==> config.mk <==
export PLATFORM = sky130hd
export DESIGN_NAME = mono_color_expander
export DESIGN_NICKNAME = d
export VERILOG_FILES = /design/src/rtl/cexp_pkg.sv /design/src/rtl/cexp_lane_ctr.sv /design/src/rtl/cexp_bit_src.sv /design/src/rtl/cexp_color_out.sv /design/src/rtl/mono_color_expander.sv
export SDC_FILE = /design/constraint.sdc
export NUM_CORES = 1
export LEC_CHECK = 0
export BUFFER_PORTS_ARGS = -buffer_cell sky130_fd_sc_hd__clkbuf_2
export CELL_PAD_IN_SITES_DETAIL_PLACEMENT = 1
export CELL_PAD_IN_SITES_GLOBAL_PLACEMENT = 1
export CORE_MARGIN = 5
export CORE_UTILIZATION = 40
export CTS_BUF_LIST = sky130_fd_sc_hd__clkbuf_4 sky130_fd_sc_hd__clkbuf_8
export DETAILED_ROUTE_END_ITERATION = 6
export HOLD_SLACK_MARGIN = 0.05
export PLACE_DENSITY = 0.95
export SYNTH_ARGS = -nofsm -noshare
export SYNTH_HDL_FRONTEND = slang
export SYNTH_SLANG_ARGS = --single-unit
==> constraint.sdc <==
create_clock -name clk -period 6.6 [get_ports clk]
set_input_delay 0.33 -clock clk [delete_from_list [all_inputs] [get_ports clk]]
set_output_delay 0.33 -clock clk [all_outputs]
set_load 0.02 [all_outputs]
==> src/rtl/cexp_pkg.sv <==
package cexp_pkg;
  localparam int unsigned BYTE_W = 8;

  function automatic logic [2:0] bytes_per_px(input logic [1:0] depth);
    bytes_per_px = {1'b0, depth} + 3'd1;
  endfunction
endpackage

==> src/rtl/cexp_lane_ctr.sv <==
module cexp_lane_ctr #(
  parameter int unsigned LANES  = 4,
  localparam int unsigned LANE_W = $clog2(LANES)
) (
  input  logic              clk,
  input  logic              rst_n,
  input  logic              step_en,
  input  logic [LANE_W-1:0] last_idx,
  output logic [LANE_W-1:0] lane,
  output logic              last_lane
);
  logic [LANE_W-1:0] lane_q, lane_d;

  always_comb begin
    last_lane = (lane_q >= last_idx);
    lane_d    = lane_q;
    if (step_en) begin
      if (last_lane) lane_d = '0;
      else           lane_d = lane_q + 1'b1;
    end
  end

  always_ff @(posedge clk or negedge rst_n) begin
    if (!rst_n) lane_q <= '0;
    else        lane_q <= lane_d;
  end

  assign lane = lane_q;

  AST_LANE_WRAP: assert property (@(posedge clk) disable iff (!rst_n)
    (step_en && last_lane) |=> (lane_q == '0));
endmodule

==> src/rtl/cexp_bit_src.sv <==
module cexp_bit_src #(
  parameter int unsigned WORD_W   = 32,
  parameter int unsigned NARROW_W = 8,
  localparam int unsigned CNT_W   = $clog2(WORD_W + 1)
) (
  input  logic              clk,
  input  logic              rst_n,
  input  logic              load,
  input  logic [WORD_W-1:0] data,
  input  logic              wide,
  input  logic              advance,
  output logic              mask,
  output logic              busy
);
  logic [WORD_W-1:0] sh_q, sh_d;
  logic [CNT_W-1:0]  left_q, left_d;

  always_comb begin
    sh_d   = sh_q;
    left_d = left_q;
    if (load) begin
      sh_d   = data;
      left_d = wide ? CNT_W'(WORD_W) : CNT_W'(NARROW_W);
    end else if (advance) begin
      sh_d   = {sh_q[WORD_W-2:0], 1'b0};
      left_d = left_q - 1'b1;
    end
  end

  always_ff @(posedge clk or negedge rst_n) begin
    if (!rst_n) begin
      sh_q   <= '0;
      left_q <= '0;
    end else begin
      sh_q   <= sh_d;
      left_q <= left_d;
    end
  end

  assign busy = (left_q != '0);
  assign mask = wide ? sh_q[WORD_W-1] : sh_q[NARROW_W-1];

  AST_LOAD_BUSY: assert property (@(posedge clk) disable iff (!rst_n)
    load |=> busy);
  AST_SHIFT_HOLD: assert property (@(posedge clk) disable iff (!rst_n)
    (busy && !advance) |=> $stable(sh_q));
endmodule

==> src/rtl/cexp_color_out.sv <==
module cexp_color_out #(
  parameter int unsigned COLOR_W = 32,
  localparam int unsigned LANES  = COLOR_W / cexp_pkg::BYTE_W,
  localparam int unsigned LANE_W = $clog2(LANES)
) (
  input  logic                        clk,
  input  logic                        rst_n,
  input  logic                        emit,
  input  logic                        mask,
  input  logic [LANE_W-1:0]           lane,
  input  logic [COLOR_W-1:0]          fg,
  input  logic [COLOR_W-1:0]          bg,
  input  logic                        t_en,
  input  logic                        t_inv,
  output logic                        o_valid,
  output logic [cexp_pkg::BYTE_W-1:0] o_byte,
  output logic                        o_we
);
  localparam int unsigned BW = cexp_pkg::BYTE_W;

  logic [BW-1:0] fg_lane [LANES];
  logic [BW-1:0] bg_lane [LANES];

  for (genvar g = 0; g < LANES; g++) begin : g_lane
    assign fg_lane[g] = fg[g*BW +: BW];
    assign bg_lane[g] = bg[g*BW +: BW];
  end

  logic          valid_d, we_d;
  logic [BW-1:0] byte_d;

  always_comb begin
    valid_d = emit;
    byte_d  = mask ? fg_lane[lane] : bg_lane[lane];
    we_d    = emit && !(t_en && (mask == t_inv));
  end

  always_ff @(posedge clk or negedge rst_n) begin
    if (!rst_n) begin
      o_valid <= 1'b0;
      o_byte  <= '0;
      o_we    <= 1'b0;
    end else begin
      o_valid <= valid_d;
      o_we    <= we_d;
      if (emit) o_byte <= byte_d;
    end
  end

  AST_OPAQUE_WRITE: assert property (@(posedge clk) disable iff (!rst_n)
    (emit && !t_en) |=> o_we);
endmodule

==> src/rtl/mono_color_expander.sv <==
module mono_color_expander #(
  parameter int unsigned WORD_W   = 32,
  parameter int unsigned NARROW_W = 8,
  parameter int unsigned COLOR_W  = 32
) (
  input  logic                        clk,
  input  logic                        rst_n,
  input  logic                        hw_valid,
  input  logic [WORD_W-1:0]           hw_data,
  output logic                        hw_ready,
  input  logic                        dword_gran,
  input  logic [1:0]                  depth_sel,
  input  logic [COLOR_W-1:0]          fg_color,
  input  logic [COLOR_W-1:0]          bg_color,
  input  logic                        transp_en,
  input  logic                        transp_inv,
  output logic                        px_valid,
  output logic [cexp_pkg::BYTE_W-1:0] px_byte,
  output logic                        px_we
);
  localparam int unsigned LANES  = COLOR_W / cexp_pkg::BYTE_W;
  localparam int unsigned LANE_W = $clog2(LANES);

  logic              busy, mask, load, last_lane;
  logic [LANE_W-1:0] lane, last_idx;

  always_comb begin
    last_idx = LANE_W'(cexp_pkg::bytes_per_px(depth_sel) - 3'd1);
    hw_ready = !busy;
    load     = hw_valid && hw_ready;
  end

  cexp_lane_ctr #(.LANES(LANES)) u_lane (
    .clk(clk), .rst_n(rst_n), .step_en(busy), .last_idx(last_idx),
    .lane(lane), .last_lane(last_lane)
  );

  cexp_bit_src #(.WORD_W(WORD_W), .NARROW_W(NARROW_W)) u_src (
    .clk(clk), .rst_n(rst_n), .load(load), .data(hw_data), .wide(dword_gran),
    .advance(busy && last_lane), .mask(mask), .busy(busy)
  );

  cexp_color_out #(.COLOR_W(COLOR_W)) u_out (
    .clk(clk), .rst_n(rst_n), .emit(busy), .mask(mask), .lane(lane),
    .fg(fg_color), .bg(bg_color), .t_en(transp_en), .t_inv(transp_inv),
    .o_valid(px_valid), .o_byte(px_byte), .o_we(px_we)
  );

  AST_VALID_FROM_BUSY: assert property (@(posedge clk) disable iff (!rst_n)
    px_valid |-> $past(!hw_ready));
  AST_ACCEPT_DROPS_READY: assert property (@(posedge clk) disable iff (!rst_n)
    (hw_valid && hw_ready) |=> !hw_ready);
endmodule

; ---- Word-level counts from Yosys, hierarchy flattened
; Index checks and enable logic that the tools add are counted.
[totals]
regBits = 50
latchBits = 0
ramBits = 0
romBits = 0
in_bits = 104
out_inout_bits = 11
word_cells = 36
mem_count = 0
[classes]
n_addsub = 4
n_mul = 0
n_div = 0
order_cmp = 2
n_eq_ne = 1
n_shift = 0
muxes = 14
n_bitwise = 1
n_reduce_logical = 8
[op_table]
columns = cell, count
row1 = $mux 32, 2
row2 = $mux 8, 5
row3 = $bmux 8 s2, 2
row4 = $mux 6, 3
row5 = $reduce_bool 6->1, 1
row6 = $sub 6x1->6 const B, 1
row7 = $add 2x1->2 const B, 2
row8 = $logic_and 1x1->1, 4
row9 = $ge 3x3->1 const B, 1
row10 = $not 2->3, 1
row11 = $ge 2x2->1, 1
row12 = $logic_not 1->1, 2
row13 = $mux 2, 1
row14 = $reduce_bool 2->1, 1
row15 = $sub 2x1->2 const B, 1
row16 = $eq 1x1->1, 1
row17 = $mux 1, 1

; ---- Logic depth before layout (Yosys ltp)
[depth]
ltp_word = 6
mapped_depth = 10
depth_no_buf = 7

; ---- By module
; A second synthesis with hierarchy kept.
[unflattened]
hier_cells = 288
area_unflattened_um2 = 2922.8
[by_module_without_submodules]
columns = module, n_inst, cells_each, area_each_um2, seq_area_each_um2
row1 = cexp_bit_src, 1, 173, 1806.7, 950.9
row2 = cexp_color_out, 1, 96, 952.2, 250.2
row3 = cexp_lane_ctr, 1, 16, 147.6, 50.0
row4 = mono_color_expander, 1, 3, 16.3, 0.0

; ---- Worst setup path after synthesis
; OpenSTA, ideal clock, no wires.
[synth_timing]
path_type = reg2reg
start = register u_lane.lane_q[0], in the netlist u_lane.lane[0]
end = register u_src.sh_q[15]
setup_time_ns = 0.125
arrival_time_ns = 2.165
required_time_ns = 6.475
path_slack_ns = 4.310
stages_incl_launch_ff = 11
path_buffers = 4
period_less_slack_ns = 2.290
cell_sequence = dfrtp_1 buf_2 buf_4 inv_1 ha_1 nand2b_1 a21o_1 clkbuf_1 clkbuf_1 a32oi_1 o21ai_2
[synth_between]
elab_chain_cells = 3
[synth_rtl]
columns = item, line_no
row1 = "start, declared", cexp_lane_ctr.sv:12  ; logic [LANE_W-1:0] lane_q, lane_d;
row2 = "start signal, assigned", cexp_lane_ctr.sv:25  ; else lane_q <= lane_d;
row3 = $ge 2x2->1, cexp_lane_ctr.sv:15  ; last_lane = (lane_q >= last_idx);
row4 = $logic_and 1x1->1, mono_color_expander.sv:40  ; .advance(busy && last_lane), .mask(mask), .busy(busy)
row5 = $reduce_bool 2->1 (no source line), n/a
row6 = "end signal, assigned", cexp_bit_src.sv:32  ; sh_q <= '0;
row7 = "end signal, assigned", cexp_bit_src.sv:35  ; sh_q <= sh_d;
row8 = "end, declared", cexp_bit_src.sv:15  ; logic [WORD_W-1:0] sh_q, sh_d;
; No other way between the ends.
; A chain may end at the register's enable or synchronous reset.

; ---- Final worst setup path
[layout_timing]
start = register u_lane.lane_q[0], in the netlist u_lane.lane[0]
end = register u_src.left_q[1]
[layout_between]
elab_chain_cells = 3
[layout_rtl]
columns = item, line_no
row1 = $ge 2x2->1, cexp_lane_ctr.sv:15
row2 = $logic_and 1x1->1, mono_color_expander.sv:40
row3 = $reduce_bool 2->1 (no source line), n/a
row4 = "end signal, assigned", cexp_bit_src.sv:36  ; left_q <= left_d;
row5 = "end, declared", cexp_bit_src.sv:16  ; logic [CNT_W-1:0] left_q, left_d;
; No other way between the ends.

==> results.md <==
- Fin crit period: around 3 ns
- First-pass GRT wire length: 13250 µm
- Crit path from: u_lane.lane[0]$_DFFE_PN0P_
- Max cap viols: 0
- Worst slew pin tran: around 1.2 ns
- Postcts setup bufs: 0
- Initial DRC count: roughly 120
- Post-synthesis mux area share: 17.99%
- Psw: 546.4 µW
- Core area: between 6000 and 7000 µm²
- Simple logic cell fraction of the synthesized area: ~5.2%
- Syn Nets: roughly 360
- Largest family of logic cells by synthesized area: compound AO/OA/AOI/OAI gates
- Combinational cell fraction of total power: 43.1%
- Period Utilization, post-route: 44.18%
- Sequential power share: roughly two fifths
- Pwr Density: slightly below 400 nW/µm²
- Setup WS pre-CTS: 3.615 ns
- R2r startpoint: u_lane.lane[0]$_DFFE_PN0P_
- Worst path required time: roughly 6.8 ns
- Peak supply drop: between 0.1 and 0.15 mV
- Vias in the first global route: between 2k and 3k
- Chip width: ~94 µm
- Post-Route Hold Slack: 0.1301 ns
- Synth warn: 0
- Area of the multi-input gates: 1274 µm²
- Worst Path Arrival: around 3.1 ns
- Initial antenna violation count: 0
- Ys async rst share: between 90% and 100%
- Layout Skew: about 0.012 ns
- Final hold vios: 0
- Cell chain of the critical path: inv_1 > ha_1 > nand2b_1 > a21o_1 > buf_4 > mux2_4 > o22ai_2
- Final Non-Filler Cells: around 450
- Synth area leader: dfrtp_1
- Crit path max fanout: 40
- Post-synth cell types: 37
- Root Buffer: clkbuf_8
- Die area: 8742 µm²
- # setup viols final: 0
- Worst rel slew slack: roughly a fifth
- # rows: 30
- Total Power: around 1400 µW
- Gate Count Post-Synth: about 250
- Top post-synthesis cells by area: dfrtp_1 (45%), mux4_2 (13%), a32oi_1 (9.7%)
- PnR worst setup slack: ~3.7 ns
- WL per Instance: 18.26 µm
- DPL Wire Length: 6140 µm
- Pleak: approximately 0.0016 µW
- Worst r2r path cells: 7
- Avg Vias per Cell: around 5.5
- Max-slew violations: 0
- Total track usage: about a fifth
- Top Family by Delay on Critical Path: flip-flops
- Critical path depth: 7
- Clock sinks: 50
- Int Power: 817.0 µW
- Bufs and invs on worst path: 2
- Die Y: approximately 94 µm
- RD Place Congestion: around 0.75
- Antenna Nets Post-Route: 0
- Switching part of the total: between 40% and 50%
- FMAX: ~340 MHz
- Slowest CP cell: dfrtp_1
- TritonCTS clock tree: done
- Post-synth EDFFs: 0
- Layout cells sized above 1: 42.58%
- Adder and majority gate portion of the synthesized area: under 10%
- I/O Buffers: approximately 110
- Ant. Diodes: 0
- Via Count: 2495
- Hold Path Class: input pin to async pin
- Mapped Area: 2789 µm²
- Post-Syn Area per Cell: roughly 11 µm²
- H-Tree Level Count: 2
- Post-CTS Hold Buffers: 0
- Yosys reg bits: 50
- Placed Cells: around 450
- Sequential cell area: about 1300 µm²
- Largest net degree at the start of global routing: 51
- Top cell type's share of synthesized area: ~45%
- CP max stage delay: between 1 and 1.5 ns
- Total Wirelength: 8274 µm
- Worst-path clk slew: 0.10 ns
- Worst-Skew Late Latency: 0.31 ns
- CTS max path bufs: 2
- Drt drc: 0
- CP endpoint kind: flop
- Setup TNS: 0 ns
- Synth Area in XOR/XNOR: less than 1%
- # IOs: ~120
- Filler cell count in the final layout: slightly below 800
- Element type at the critical path start: flop
- Post-synthesis sequential area ratio: between 40% and 50%
- Area Growth Syn to Fin: 25.03%
- Critical path type: flop to flop
- Number of CTS-inserted buffers: 5
- Initial core utilization: 41.05%
- Nets: about 460
- Gr ovfl total: 0
- RSZ-0062 raised after global routing: no
- Resized Gates After CTS: 0
- Status: complete, no violations
- Clock power frac: 16.4%
- TritonRoute pass-1 iters: 4
- Top_reg_cell synth: dfrtp_1
- Compound-Gate Fraction of Synth Area: 20.41%
stage by stage:
stage / util, % / area (µm²)
final: 51.33 / 3487
after global routing: 51.33 / 3487
after CTS: 51.33 / 3487
after detailed placement: 49.65 / 3373
after global placement: 49.65 / 3373
after floorplan: - / 2789
power by group through the flow:
stage	logic (µW)	clock network (µW)	registers, µW
after CTS	596	228	553
after floorplan	465	0	530
after global placement	559	0	544
final	588	224	552
after detailed placement	591	0	559
after global routing	653	239	570
worst register-to-register path, stage by stage (launching register included):
cell	delay, ns
dfrtp_1	1.03
inv_1	0.20
ha_1	0.35
nand2b_1	0.10
a21o_1	0.11
buf_4	0.36
mux2_4	0.50
o22ai_2	0.14
synthesized netlist by cell type (2+ instances only):
| library cell | n |
|---|---|
| mux2i_1 | 9 |
| a21oi_1 | 3 |
| ha_1 | 4 |
| nand2_1 | 10 |
| a31oi_1 | 3 |
| a32oi_1 | 31 |
| inv_1 | 37 |
| o41ai_1 | 2 |
| dfrtp_1 | 50 |
| nor2_1 | 3 |
| mux4_2 | 16 |
| buf_2 | 7 |
| o21ai_0 | 14 |
| o21ai_2 | 3 |
| o21ai_1 | 26 |
| clkbuf_1 | 8 |
| nand3_1 | 3 |
| buf_6 | 4 |
| mux2_2 | 2 |
| nor3_1 | 2 |
layout make-up:
cell class | count | area share [%]
clock buffer | 6 | 2.189
sequential | 50 | 35.88
multi-input combinational | 145 | 36.53
inverter | 38 | 4.090
tap | 96 | 3.445
clock inverter | 2 | 1.076
timing repair buffer | 116 | 16.79
flip-flops by register name (all words and copies together), names as in the netlist:
register	count
u_lane.lane	2
u_out.o_byte	8
u_out.o_valid	1
u_out.o_we	1
u_src.left_q	6
u_src.sh_q	32
logic make-up after synthesis:
family	after synthesis
AOI/OAI and AO/OA	84
buffers and inverters	59
DFF	50
muxes	29
and+or+nand+nor	27
adders and majority gates	4
xor gates and xnor gates	1
layer usage:
layer | up-vias | global-route usage (%) | wire length, µm
li1 | 1142 | - | -
met1 | 1244 | 23.04 | 3257
met2 | 103 | 33.89 | 4234
met3 | 6 | 5.229 | 720
met4 | 0 | 3.907 | 62
met5 | - | 0 | 0
cell usage in the layout, fill, tap and decap left out, drive strengths merged, types with 2 or more instances in the layout:
cell type,n
o21ai,43
a32oi,31
a21oi,3
mux2i,10
nor3,3
nand2,10
inv,38
o41ai,2
dfrtp,50
mux2,3
nor2,3
mux4,16
clkbuf,120
ha,4
buf,2
nand3,3
a31oi,3
worst paths after layout:
| kind | end | slack (ns) |
|---|---|---|
| min | u_out.o_byte[5]$_DFFE_PN0P_ | 0.13 |
| max | u_src.left_q[1]$_DFFE_PN0P_ | 3.68 |
| max reg2reg | u_src.left_q[1]$_DFFE_PN0P_ | 3.68 |
| max in group asynchronous | u_src.sh_q[7]$_DFFE_PN0P_ | 6.03 |
| min reg2reg | u_src.left_q[5]$_DFFE_PN0P_ | 0.49 |
| min in group clk | u_out.o_we$_DFF_PN0_ | 0.20 |
Power figures use the tool's default switching activity.
